**src/rtl/upcnt_timer.sv**
```systemverilog
module upcnt_timer #(
  parameter int W  = 16,
  parameter int AW = 3
) (
  input  logic         clk,
  input  logic         rst_n,
  input  logic         wr_en,
  input  logic [AW-1:0] addr,
  input  logic [W-1:0] wdata,
  output logic [W-1:0] rdata,
  output logic [W-1:0] count,
  output logic         irq,
  output logic         samp_en
);
  localparam logic [AW-1:0] A_CTRL = AW'(0);
  localparam logic [AW-1:0] A_PSC  = AW'(1);
  localparam logic [AW-1:0] A_ARR  = AW'(2);
  localparam logic [AW-1:0] A_EVT  = AW'(3);
  localparam logic [AW-1:0] A_CNT  = AW'(4);

  logic         run, updoff, ovfonly, single, buffered, flag, ien;
  logic [1:0]   div, dcnt;
  logic [W-1:0] psc_pre, psc_act, arr_pre, arr_act, pcnt, cnt;

  wire wr_ctrl  = wr_en && addr == A_CTRL;
  wire wr_psc   = wr_en && addr == A_PSC;
  wire wr_arr   = wr_en && addr == A_ARR;
  wire wr_evt   = wr_en && addr == A_EVT;
  wire force_ug = wr_evt && wdata[0];
  wire tick     = run && pcnt == psc_act;
  wire ovf      = tick && cnt >= arr_act;
  wire uev      = !updoff && (ovf || force_ug);
  wire flag_set = uev && (ovf || !ovfonly);

  always_ff @(posedge clk or negedge rst_n) begin
    if (!rst_n) begin
      {run, updoff, ovfonly, single, buffered} <= '0;
      div <= '0;
    end else begin
      if (wr_ctrl) begin
        run      <= wdata[0];
        updoff   <= wdata[1];
        ovfonly  <= wdata[2];
        single   <= wdata[3];
        buffered <= wdata[7];
        div      <= wdata[9:8];
      end
      if (uev && single) run <= 1'b0;
    end
  end

  always_ff @(posedge clk or negedge rst_n) begin
    if (!rst_n) begin
      psc_pre <= '0;
      psc_act <= '0;
      arr_pre <= '1;
      arr_act <= '1;
    end else begin
      if (wr_psc) psc_pre <= wdata;
      if (wr_arr) arr_pre <= wdata;
      if (uev) psc_act <= psc_pre;
      if (wr_arr && !buffered) arr_act <= wdata;
      else if (uev)            arr_act <= arr_pre;
    end
  end

  always_ff @(posedge clk or negedge rst_n) begin
    if (!rst_n) begin
      pcnt <= '0;
      cnt  <= '0;
    end else if (force_ug) begin
      pcnt <= '0;
      cnt  <= '0;
    end else if (run) begin
      pcnt <= tick ? '0 : pcnt + 1'b1;
      if (tick) cnt <= ovf ? '0 : cnt + 1'b1;
    end
  end

  always_ff @(posedge clk or negedge rst_n) begin
    if (!rst_n) begin
      flag <= 1'b0;
      ien  <= 1'b0;
      dcnt <= '0;
    end else begin
      dcnt <= dcnt + 1'b1;
      if (wr_evt) ien <= wdata[2];
      if (flag_set)                 flag <= 1'b1;
      else if (wr_evt && !wdata[1]) flag <= 1'b0;
    end
  end

  assign count   = cnt;
  assign irq     = flag && ien;
  assign samp_en = (div == 2'b01) ? dcnt[0] :
                   (div == 2'b10) ? (dcnt == 2'b11) : 1'b1;

  always_comb begin
    rdata = '0;
    case (addr)
      A_CTRL: begin
        rdata[3:0] = {single, ovfonly, updoff, run};
        rdata[7]   = buffered;
        rdata[9:8] = div;
      end
      A_PSC:   rdata = psc_pre;
      A_ARR:   rdata = arr_pre;
      A_EVT:   rdata[2:1] = {ien, flag};
      A_CNT:   rdata = cnt;
      default: rdata = '0;
    endcase
  end

  AST_WRAP_TO_ZERO: assert property (@(posedge clk) disable iff (!rst_n)
    ovf && !force_ug |=> cnt == '0);
  AST_UPDOFF_KEEPS_PSC: assert property (@(posedge clk) disable iff (!rst_n)
    updoff |=> $stable(psc_act));
  AST_FORCE_CLEARS_CNT: assert property (@(posedge clk) disable iff (!rst_n)
    force_ug |=> cnt == '0 && pcnt == '0);
  AST_OVFONLY_MASK: assert property (@(posedge clk) disable iff (!rst_n)
    ovfonly && !ovf && !flag |=> !flag);
  AST_SINGLE_STOPS: assert property (@(posedge clk) disable iff (!rst_n)
    uev && single |=> !run);
  AST_DIV2_ALTERNATES: assert property (@(posedge clk) disable iff (!rst_n)
    div == 2'b01 && samp_en && !wr_ctrl |=> !samp_en);
endmodule

```
**config.mk**
```make
export PLATFORM = sky130hd
export DESIGN_NAME = upcnt_timer
export DESIGN_NICKNAME = d
export VERILOG_FILES = /design/src/rtl/upcnt_timer.sv
export SDC_FILE = /design/constraint.sdc
export NUM_CORES = 1
export LEC_CHECK = 0
export CELL_PAD_IN_SITES_DETAIL_PLACEMENT = 0
export CELL_PAD_IN_SITES_GLOBAL_PLACEMENT = 2
export CORE_MARGIN = 8
export CORE_UTILIZATION = 34
export DETAILED_ROUTE_END_ITERATION = 8
export GPL_TIMING_DRIVEN = 0
export PLACE_DENSITY_LB_ADDON = 0.25
export SLEW_MARGIN = 40
export SYNTH_ARGS = -nofsm -noshare
export SYNTH_HDL_FRONTEND = slang
export SYNTH_SLANG_ARGS = --single-unit
```
**constraint.sdc**
```tcl
create_clock -name clk -period 3.5 [get_ports clk]
set_input_delay 0.7 -clock clk [delete_from_list [all_inputs] [get_ports clk]]
set_output_delay 0.7 -clock clk [all_outputs]
set_load 0.1 [all_outputs]
```
# --- Yosys cells after proc, flatten, opt, wreduce, memory -nomap -nowiden ---
# Cells that the tools add are included.
word_totals:
  ff_bits: 107
  latchBits: 0
  mem_bits_rw: 0
  rom_bits: 0
  inputBits: 22
  out_inout_bits: 34
  word_cells: 74
  n_memories: 0
op_classes:
  addsub: 3
  n_mul: 0
  div_mod_pow: 0
  order_cmp: 1
  eq_ne: 8
  shifts: 0
  muxes: 21
  bitwise_logic: 0
  reduce_logical: 26
ops:
  columns: ["operator", "count"]
  rows:
  - ["16-bit 2-to-1 mux", 9]
  - ["16-bit by 1-bit adder with 16-bit output (second input constant)", 2]
  - ["6-bit one-hot mux with 3 select lines", 1]
  - ["16-bit == test", 1]
  - ["16-bit >= comparator", 1]
  - ["1-bit logical AND", 13]
  - ["3-bit one-hot mux with 4 select lines", 1]
  - ["2-bit one-hot mux with 5 select lines", 1]
  - ["2-bit nonzero test", 5]
  - ["3-bit one-hot mux with 3 select lines", 1]
  - ["1-bit one-hot mux with 4 select lines", 2]
  - ["3-bit by 2-bit == test with 1-bit output (second input constant)", 2]
  - ["1-bit 2-to-1 mux", 6]
  - ["2-bit == test (second input constant)", 2]
  - ["1-bit logical NOT", 4]
  - ["3-bit by 1-bit == test with 1-bit output (second input constant)", 1]
  - ["3-bit == test (second input constant)", 1]
  - ["3-bit logical NOT", 1]
  - ["2-bit by 1-bit adder with 2-bit output (second input constant)", 1]
  - ["2-bit by 1-bit == test with 1-bit output (second input constant)", 1]
  - ["1-bit logical OR", 2]
  - ["2-bit AND reduction", 1]

# --- Longest topological paths before layout ---
# Gate-level depths: netlist (run 1).
depth:
  depth_word: 7
  ltp_mapped: 10
  depth_no_buf: 8

# --- Worst setup path after synthesis (run 1) ---
# No wires, ideal clock.
synth_path:
  kind: "input -> output"
  from: "input addr[0]"
  to: "output rdata[4]"
  t_arrival_ps: 3783
  required_ps: 2800
  slack_ps: -983
  cell_stages: 5
  path_buffers: 2
  cell_sequence: "buf_1 -> nor2b_1 -> clkbuf_1 -> a22oi_1 -> o21ai_0"
synth_between:
  elab_chain_len: 2
  elab_cells_between_ends: 4
  cone_classes: "eq/ne (3); mux (1)"
synth_lines:
  columns: ["element", "line", "rtl"]
  rows:
  - ["start, declared", "8", "input logic [AW-1:0] addr,"]
  - ["3-bit == test, or another cell as far along", "100", "case (addr)"]
  - ["3-bit one-hot mux with 3 select lines *", "100", null]
  - ["end, declared", "10", "output logic [W-1:0] rdata,"]
# Mark *: on every way between the ends. The rest lies on a longest branch, timed or not.

# --- Worst setup path in the final report (run 1) ---
# Ends and elaborated chain as after synthesis.

==> results_dict.tcl, run 1 <==
set metrics [dict create \
    yosysWarnings 0 \
    endpoint_kind "output pin" \
    drv_cap 0 \
    fin_area_sq_um 7000 \
    synth_area_per_cell_sq_um 10.54 \
    die_w_um 147.5 \
    synthFlopType "dfrtp_1" \
    grt_use_total_pct 16.30 \
    total_power_mw 4.091 \
    num_vias 4577 \
    critPathMaxStageDelay_ns 0.50 \
    grt_pass1_wl_mm 27.74 \
    dp_slack_ns -0.5786 \
    crit_cells 7 \
    htreeDepth 3 \
    antenna_cells 0 \
    cts_num_sinks 107 \
    numPortBuffers 55 \
    start_kind "input port" \
    switchingPower_mw 1.522 \
    ys_seq_area_share_pct 46.19 \
    firstDrtPassIters 4 \
    cts_tree "done" \
    cts-hold-fix-buffers 0 \
    layout_min_cycle_time_ns 3.362 \
    drcViolationCount 0 \
    p_int_mw 2.568 \
    crit_slowest_cell "clkdlybuf4s50_1" \
    ant_nets 0 \
    antenna_found_initial 0 \
    rr_worst_depth 11 \
    async_reset_ff_share_pct 100.0 \
    wl_per_cell_um 20.12 \
    clockPowerShare_pct 24.2 \
    fin_ws_ns 0.1378 \
    clk_pin_slew_ns 0.07 \
    drt_wl_total_mm 17.25 \
    io_pins 56 \
    critPathMaxFanout 10 \
    start_util_pct 34.37 \
    holdWs_ns 0.2777 \
    syn-instance-count 558 \
    synth_top_area_share_pct 31.90 \
    cts_buffer_depth 2 \
    syn-num-nets 599 \
    core_sq_um 17120 \
    timing.final.crit_share_pct 96.06 \
    grt_overflow 0 \
    hold_violations 0 \
    synth.distinct_cells 50 \
    synth_area_sq_um 5883 \
    finish.net_count 668 \
    setup_viol 0 \
    rsz0062_at_grt "false" \
    clk_latency_ns 0.36 \
    gp_congestion 0.7871 \
    p_seq_share_pct 44.0 \
    p_per_area_nw_per_um2 584.3 \
    cts_root_buffer "clkbuf_16" \
    worst_pin_slew_ns 0.8294 \
    peakVddDrop_uv 354.3 \
    path_class "in2out" \
    fmax_mhz 297.4 \
    synth_edf_count 0 \
    hpwl_mm 13.09 \
    slew_violations 0 \
    die-area_sq_um 21770 \
    hp-class "in2async" \
    dr.first_iter.drc_count 192 \
    grt_max_degree 66 \
    combinationalPowerShare_pct 31.9 \
    skew_ns 0.007637 \
    grt_pass1_vias 4768 \
    swShare_pct 37.22 \
    area_growth_pct 18.99 \
    netlist_top_cells_area "dfrtp_1, dfstp_2, mux2_2, ha_1, a21oi_1" \
    yosys_register_bits 107 \
    final_cells 857 \
    drive_gt1_share_pct 31.01 \
    required_ns 2.80 \
    viasPerCell 5.341 \
    critPathArrivalTime_ns 2.66 \
    placed_cell_area_sq_um 6648 \
    maxSlewHeadroom_pct 44.40 \
    die_y_um 147.5 \
    path_delay_family "buffers and inverters" \
    crit_chain "clkdlybuf4s50_1 > clkbuf_4 > nor2b_2 > buf_2 > a22oi_1 > o21ai_1 > buf_6" \
    netlist.top_cell.by_area "dfrtp_1" \
    p_leak_nw 2.875 \
    dp.cells 839 \
    status "completed" \
    cts_buffers 9 \
    cp_num_buf_inv 4 \
    rows 48 \
]
==> stage by stage <==
stage	TNS [ns]	utilization [%]
final	0	40.90
after global routing	0	40.90
after CTS	0	40.72
after detailed placement	-7.899	38.84
after global placement	-257.16	39.58
after floorplan	-0.2408	-
==> worst reg2reg max path, delay by kind of cell, from the launching register on <==
| family | cells | cell delay (ns) |
|---|---|---|
| adder cells (fa/ha/maj) | 1 | 0.28 |
| AO/OA/AOI/OAI | 2 | 0.65 |
| AND/OR/NAND/NOR | 3 | 0.43 |
| buffers and inverters | 4 | 0.78 |
| flip-flops | 1 | 0.48 |
| multiplexers | 1 | 0.37 |
==> cell usage in the layout (no fill, tap or decap), drive strengths merged, types with 17 or more instances in the layout <==
cell and instances:
o21ai 21, o221a 17, xnor2 18, clkbuf 36, buf 43, nor3 23, dfstp 32, nand2 37
ha 19, clkdlybuf4s50 20, inv 23, dfrtp 75, a21oi 45, nor2 31, mux2 68
==> power by group through the flow <==
stage / Sequential [mW] / Combinational [mW] / Clock [mW]
2_1_floorplan: 1.85 / 0.883 / 0
3_3_place_gp: 1.81 / 1.30 / 0
3_5_place_dp: 1.82 / 1.28 / 0
4_1_cts: 1.80 / 1.30 / 1.03
5_1_grt: 1.84 / 1.42 / 1.07
6_report: 1.80 / 1.30 / 0.989
==> what timing repair did <==
action,in CTS,in global routing
setup buffers,0,2
pin swaps,0,1
resized for setup,19,7
setup endpoints to repair,15,17
==> synth_stat cells (3+ instances only) <==
cell type,n
nand2b_1,9
nand4_1,9
buf_2,5
o21ai_0,21
a22oi_1,9
and3_1,4
a21oi_1,45
buf_1,3
ha_1,19
xnor2_1,18
xor2_1,13
nor3_1,21
mux2_2,68
nand3_1,13
o221a_1,10
or3_1,3
nor2_1,31
clkbuf_1,21
o31ai_1,13
dfrtp_1,75
inv_1,23
nand2_1,36
or4_1,11
dfstp_2,32
o221a_2,7
mux2i_1,7
==> worst paths after layout <==
kind                       slack (ns)          end  startpoint
max                              0.14     rdata[4]     addr[0]
min reg2reg                      0.44      dcnt[0]     dcnt[0]
max reg2reg                      0.40  psc_act[13]    count[0]
max in group asynchronous        2.56  arr_act[12]       rst_n
min in group clk                 0.44      dcnt[0]     dcnt[0]
min                              0.28     count[2]       rst_n
==> cells by family (layout without fill, tap and decap cells) <==
kind of cell / after synthesis / in the layout / synth area share [%]
and+or+nand+nor: 154 / 154 / 13.46
adders and majority gates: 19 / 19 / 4.041
AOI/OAI and AO/OA: 118 / 118 / 13.48
xor gates and xnor gates: 31 / 31 / 4.615
buffers and inverters: 53 / 127 / 3.615
muxes: 76 / 76 / 14.59
DFF: 107 / 107 / 46.19
==> layout make-up <==
| class | instances | area [sq um] |
|---|---|---|
| plain buffers | 30 | 136.4 |
| clock buffers | 11 | 242.7 |
| clock inverters | 5 | 38.79 |
| fillers | 1689 | 10120 |
| inverters | 23 | 86.33 |
| multi-input cells | 398 | 3028 |
| flip-flops and latches | 107 | 2718 |
| well taps | 225 | 281.5 |
| repair buffers | 58 | 469.2 |
==> flip-flops by register name, indices dropped and copies added, names as in the netlist <==
| register | flops |
|---|---|
| ien | 1 |
| ovfonly | 1 |
| buffered | 1 |
| pcnt | 16 |
| psc_pre | 16 |
| run | 1 |
| single | 1 |
| count | 16 |
| psc_act | 16 |
| arr_pre | 16 |
| updoff | 1 |
| div | 2 |
| arr_act | 16 |
| dcnt | 2 |
| flag | 1 |
==> metal layers <==
layer / global-route usage, % / wire length [um]
met3: 3.057 / 734
met2: 27.11 / 8483
met4: 4.488 / 223
met1: 21.25 / 7805
met5: 0 / 0
(Power assumes the default switching activity.)
==> run 2, diff against run 1 <==
- CELL_PAD_IN_SITES_DETAIL_PLACEMENT: 0 -> 1
- CELL_PAD_IN_SITES_GLOBAL_PLACEMENT: 2 -> 1
- CTS_CLUSTER_DIAMETER: unset -> 120
- SETUP_SLACK_MARGIN: unset -> 0.05
==> run 2 against run 1 <==
  * Combinational power about the same
  * Total power grew 0.92%
  * Clock power hardly changed
  * Critical path type unchanged
  * Final area grew 0.21%
  * Global-route usage is 0.79 points higher
  * Routed wire length up 4.3%
==> results_dict.tcl, run 2 (synthesis results as in run 1) <==
set metrics [dict create \
    fin_area_sq_um 7015 \
    grt_overflow 0 \
    core_sq_um 17120 \
    antenna_found_initial 0 \
    worst_pin_slew_ns 0.7427 \
    grt_pass1_vias 5055 \
    dp.cells 839 \
    required_ns 2.80 \
    drv_cap 0 \
    grt_max_degree 68 \
    cts_root_buffer "clkbuf_16" \
    start_kind "input port" \
    hold_violations 0 \
    endpoint_kind "output pin" \
    crit_cells 7 \
    status "completed" \
    peakVddDrop_uv 276.6 \
    critPathMaxStageDelay_ns 0.62 \
    maxSlewHeadroom_pct 50.27 \
    path_delay_family "buffers and inverters" \
    rr_worst_depth 10 \
    grt_use_total_pct 17.09 \
    final_common_cell "dfrtp_1" \
    gp_congestion 0.7739 \
    critPathArrivalTime_ns 2.65 \
    setup_viol 0 \
    viasPerCell 5.407 \
    antenna_cells 0 \
    skew_ns 0.007900 \
    dr.first_iter.drc_count 217 \
    cts_buffers 9 \
    crit_top_cell "buf_4" \
    hpwl_mm 13.81 \
    numPortBuffers 55 \
    die-area_sq_um 21770 \
    layout_min_cycle_time_ns 3.350 \
    rows 48 \
    p_leak_nw 2.872 \
    drt_wl_total_mm 17.99 \
    cts_num_sinks 107 \
    clk_latency_ns 0.36 \
    area_growth_pct 19.25 \
    fmax_mhz 298.5 \
    cp_num_buf_inv 4 \
    cts_buffer_depth 2 \
    num_vias 4634 \
    final_cell_mix "dfrtp_1, mux2_2, a21oi_1" \
    placed_cell_area_sq_um 6648 \
    clk_pin_slew_ns 0.07 \
    drcViolationCount 0 \
    finish.net_count 668 \
    final_cells 857 \
    hp-class "in2async" \
    crit_slowest_cell "clkdlybuf4s50_1" \
    crit_chain "clkdlybuf4s50_1 > buf_4 > nor2b_1 > buf_2 > a22oi_1 > o21ai_2 > buf_4" \
    slew_violations 0 \
    die_y_um 147.5 \
    p_per_area_nw_per_um2 588.5 \
    drive_gt1_share_pct 31.17 \
    cts_tree "done" \
    htreeDepth 3 \
    timing.final.crit_share_pct 95.72 \
    path_class "in2out" \
    rsz0062_at_grt "true" \
    die_w_um 147.5 \
    wl_per_cell_um 20.99 \
    start_util_pct 34.37 \
    firstDrtPassIters 4 \
    critPathMaxFanout 10 \
    grt_pass1_wl_mm 29.00 \
    io_pins 56 \
    ant_nets 0 \
]
## run 2: cell types whose count changed in the layout (fill, tap and decap cells not counted)
cell	delta
buf_6	+1
nor3_4	+1
inv_6	+2
buf_4	+4
clkbuf_4	-4
clkbuf_1	-1
inv_8	+1
nor3_2	-1
clkinv_4	-3
clkbuf_2	-1
clkinvlp_4	+3
clkinv_2	-1
clkbuf_8	-1
## run 2: worst register-to-register path: stages (launching register included)
cell and delay (ns):
dfrtp_1 0.49, inv_1 0.10, ha_1 0.29, nand2b_1 0.13
a2111oi_0 0.55, nor4_1 0.14, nor3_2 0.35, o31a_1 0.20
buf_2 0.23, buf_2 0.29, mux2_2 0.37
## run 2: repair_timing
item | CTS | global route
buffers inserted | 0 | 2
pin swaps | 0 | 1
hold buffers | 0 | 0
setup endpoints to repair | 16 | 24
resized for setup | 23 | 7
cloned | 0 | 0
## run 2: layer usage
metal	vias to the layer above	global-route usage [%]	wire, um
met1	2365	21.57	8091
met5	-	0	0
li1	2177	-	-
met2	71	29.11	9021
met3	21	3.485	596
met4	0	4.640	280
## run 2: report_power, final
group | switching, mW | internal (mW) | leakage (nW)
registers | 0.254 | 1.55 | 1.30
logic | 0.801 | 0.516 | 1.45
clock network | 0.513 | 0.494 | 0.127
## run 2: layout make-up
class / count / area (sq um)
flip-flops and latches: 107 / 2718
repair buffers: 58 / 473.0
inverters: 23 / 86.33
clock inverters: 7 / 58.81
fillers: 1931 / 10100
clock buffers: 9 / 225.2
plain buffers: 30 / 138.9
multi-input cells: 398 / 3034
well taps: 225 / 281.5
## run 2: stage by stage
step                util, %  hold WS (ns)  setup TNS, ns  setup WS [ns]  power, mW
floorplan                 -        0.4044        -0.2408        -0.2408      2.733
global placement      39.58        0.4249        -245.03         -2.527      3.102
detailed placement    38.84        0.4414         -7.738        -0.5646      3.124
CTS                   40.79        0.2202              0        0.06075      4.164
global route          40.99        0.2281              0        0.02946      4.372
finish                40.99        0.2172              0         0.1498      4.128
## run 2: worst paths after layout
path	to	slack, ns	start
worst max-delay path	rdata[15]	0.15	addr[0]
worst min-delay path	count[2]	0.22	rst_n
worst max register to register	psc_act[12]	0.24	count[0]
worst min register to register	dcnt[0]	0.45	dcnt[0]
max in group asynchronous	arr_pre[7]	2.58	rst_n
min in group clk	dcnt[0]	0.45	dcnt[0]
==> run 3, diff against run 2 <==
==> constraint.sdc (replaced) <==
create_clock -name clk -period 2.75 [get_ports clk]
set_input_delay 0.275 -clock clk [delete_from_list [all_inputs] [get_ports clk]]
set_output_delay 0.275 -clock clk [all_outputs]
set_load 0.1 [all_outputs]
==> run 3 against run 2 <==
  * The run now ends with negative setup slack left
  * Routed wire length up 2.6%
  * Sequential share of layout area down 1.6 points
  * Combinational power up 42%
  * Count of clock-buffer cells in the layout up 2
  * Final area up 5.7%
  * Critical endpoint is now arr_act[3]
==> results_dict.tcl, run 3 (synthesis results as in run 1) <==
set metrics [dict create \
    dp.cells 839 \
    layout_min_cycle_time_ns 2.808 \
    die-area_sq_um 21770 \
    holdWs_ns 0.4280 \
    path_class "reg2reg" \
    cts_tree "done" \
    gp_congestion 0.8656 \
    switchingPower_mw 2.066 \
    cts_root_buffer "clkbuf_16" \
    p_leak_nw 3.017 \
    path_delay_family "simple AND/OR/NAND/NOR gates" \
    critPathMaxStageDelay_ns 0.55 \
    grt_pass1_vias 5147 \
    grt_pass1_wl_mm 29.04 \
    drt_wl_total_mm 18.46 \
    clockPowerShare_pct 25.2 \
    io_pins 56 \
    grt_overflow 0 \
    antenna_found_initial 0 \
    slew_violations 0 \
    antenna_cells 0 \
    gr-usage-met2_pct 30.57 \
    dr.first_iter.drc_count 113 \
    core_sq_um 17120 \
    drcViolationCount 0 \
    htreeDepth 3 \
    violations "negative setup slack" \
    timing.final.crit_share_pct 102.1 \
    die_w_um 147.5 \
    rows 48 \
    cts_num_sinks 107 \
    p_int_mw 3.525 \
    clk_latency_ns 0.36 \
    grt_use_met3_pct 2.874 \
    crit_chain "inv_2 > ha_4 > and4_4 > o211ai_1 > nor4_2 > nor3_4 > or4b_4 > buf_8 > buf_4 > o221a_2" \
    rr_worst_depth 10 \
    r2r-start "arr_act[14]" \
    swShare_pct 36.96 \
    p_seq_share_pct 41.4 \
    rsz0062_at_grt "true" \
    crit_cells 10 \
    crit_slowest_cell "dfstp_2" \
    cp_num_buf_inv 3 \
    combinationalPowerShare_pct 33.4 \
    setup_viol 31 \
    skew_ns 0.01008 \
    grt_max_degree 60 \
    cts_buffer_depth 2 \
    peakVddDrop_uv 421.5 \
    final_common_cell "mux2_2" \
    final_cell_mix "mux2_2, dfrtp_1, a21oi_1" \
    hold_violations 0 \
    num_vias 4721 \
    critPathArrivalTime_ns 3.10 \
    start_kind "flop" \
    numPortBuffers 55 \
    grt_use_total_pct 17.10 \
    hpwl_mm 13.88 \
    finish.net_count 680 \
    viasPerCell 5.433 \
    rrSetupSlack_ns -0.06 \
    required_ns 3.04 \
    endpoint_kind "flop" \
    drv_cap 0 \
    tns_ns -0.9656 \
    wl_per_cell_um 21.24 \
    area_growth_pct 26.07 \
    r2r-end "arr_act[3]" \
    hp-class "in2async" \
    top_usage_layer "met2" \
    worst_pin_slew_ns 0.8726 \
    fmax_mhz 356.2 \
    status "finished with violations" \
    grt_use_met1_pct 20.33 \
    clk_pin_slew_ns 0.07 \
    start_util_pct 34.37 \
    fin_ws_ns -0.05772 \
    cts_buffers 9 \
    die_y_um 147.5 \
    firstDrtPassIters 6 \
    crit_path_end "arr_act[3]" \
    cp-startpoint "arr_act[14]" \
    maxSlewHeadroom_pct 41.51 \
    final_cells 869 \
    p_per_area_nw_per_um2 753.8 \
    drive_gt1_share_pct 38.82 \
    critPathMaxFanout 7 \
    ant_nets 0 \
]
-- run 3: cell count changes in the layout (fill, tap and decap cells not counted), moves of 6 or more --
cell      previous run  this run
dfrtp_1             75        59
dfrtp_2              0         8
dfrtp_4              0         8
inv_1               23        16
inv_2                0         7
clkbuf_4             1         7
ha_1                19        13
ha_4                 0         6
-- run 3: metal layers --
metal	wire [um]	up-vias
met1	7863	2440
met4	348	0
met5	0	-
met3	476	18
li1	-	2206
met2	9769	57
-- run 3: power groups by stage --
stage                     Clock [mW]  Sequential [mW]  Combinational (mW)
after global routing            1.51             2.37                2.01
final                           1.41             2.31                1.87
after CTS                       1.45             2.31                1.81
after global placement             0             2.32                1.68
after detailed placement           0             2.33                1.68
after floorplan                    0             2.36                1.16
-- run 3: final cells by class --
cell class / count / area, sq um
fill: 1891 / 9699
multi-input combinational: 398 / 3196
sequential: 107 / 2758
timing repair buffer: 72 / 618.1
tap: 225 / 281.5
clock buffer: 11 / 252.7
buffer: 28 / 160.2
inverter: 23 / 86.33
clock inverter: 5 / 65.06
-- run 3: how the worst min path moves through the flow --
stage | start | end | slack, ns
6_report | rst_n | count[1] | 0.43
5_1_grt | rst_n | count[1] | 0.46
4_1_cts | rst_n | count[0] | 0.43
3_5_place_dp | rst_n | count[0] | 0.22
3_3_place_gp | dcnt[0] | dcnt[0] | 0.43
2_1_floorplan | rst_n | buffered | -0.02
-- run 3: repair_timing --
item                                    CTS  global route
cloned                                    0             2
hold endpoints to repair                 32             0
hold buffers                              1             0
pin swaps                                 9            10
endpoints found under the setup margin   69            65
buffers inserted                          7             6
gates resized for setup                  35            23
-- run 3: metrics by stage --
step | util, % | area, sq um | setup slack (ns) | total power, mW
finish | 43.33 | 7417 | -0.05772 | 5.591
global placement | 40.12 | 6868 | -3.580 | 3.994
CTS | 42.26 | 7233 | -0.03521 | 5.576
floorplan | - | 6036 | -0.07993 | 3.520
global route | 43.33 | 7417 | -0.1202 | 5.883
detailed placement | 39.38 | 6740 | -0.4263 | 4.019
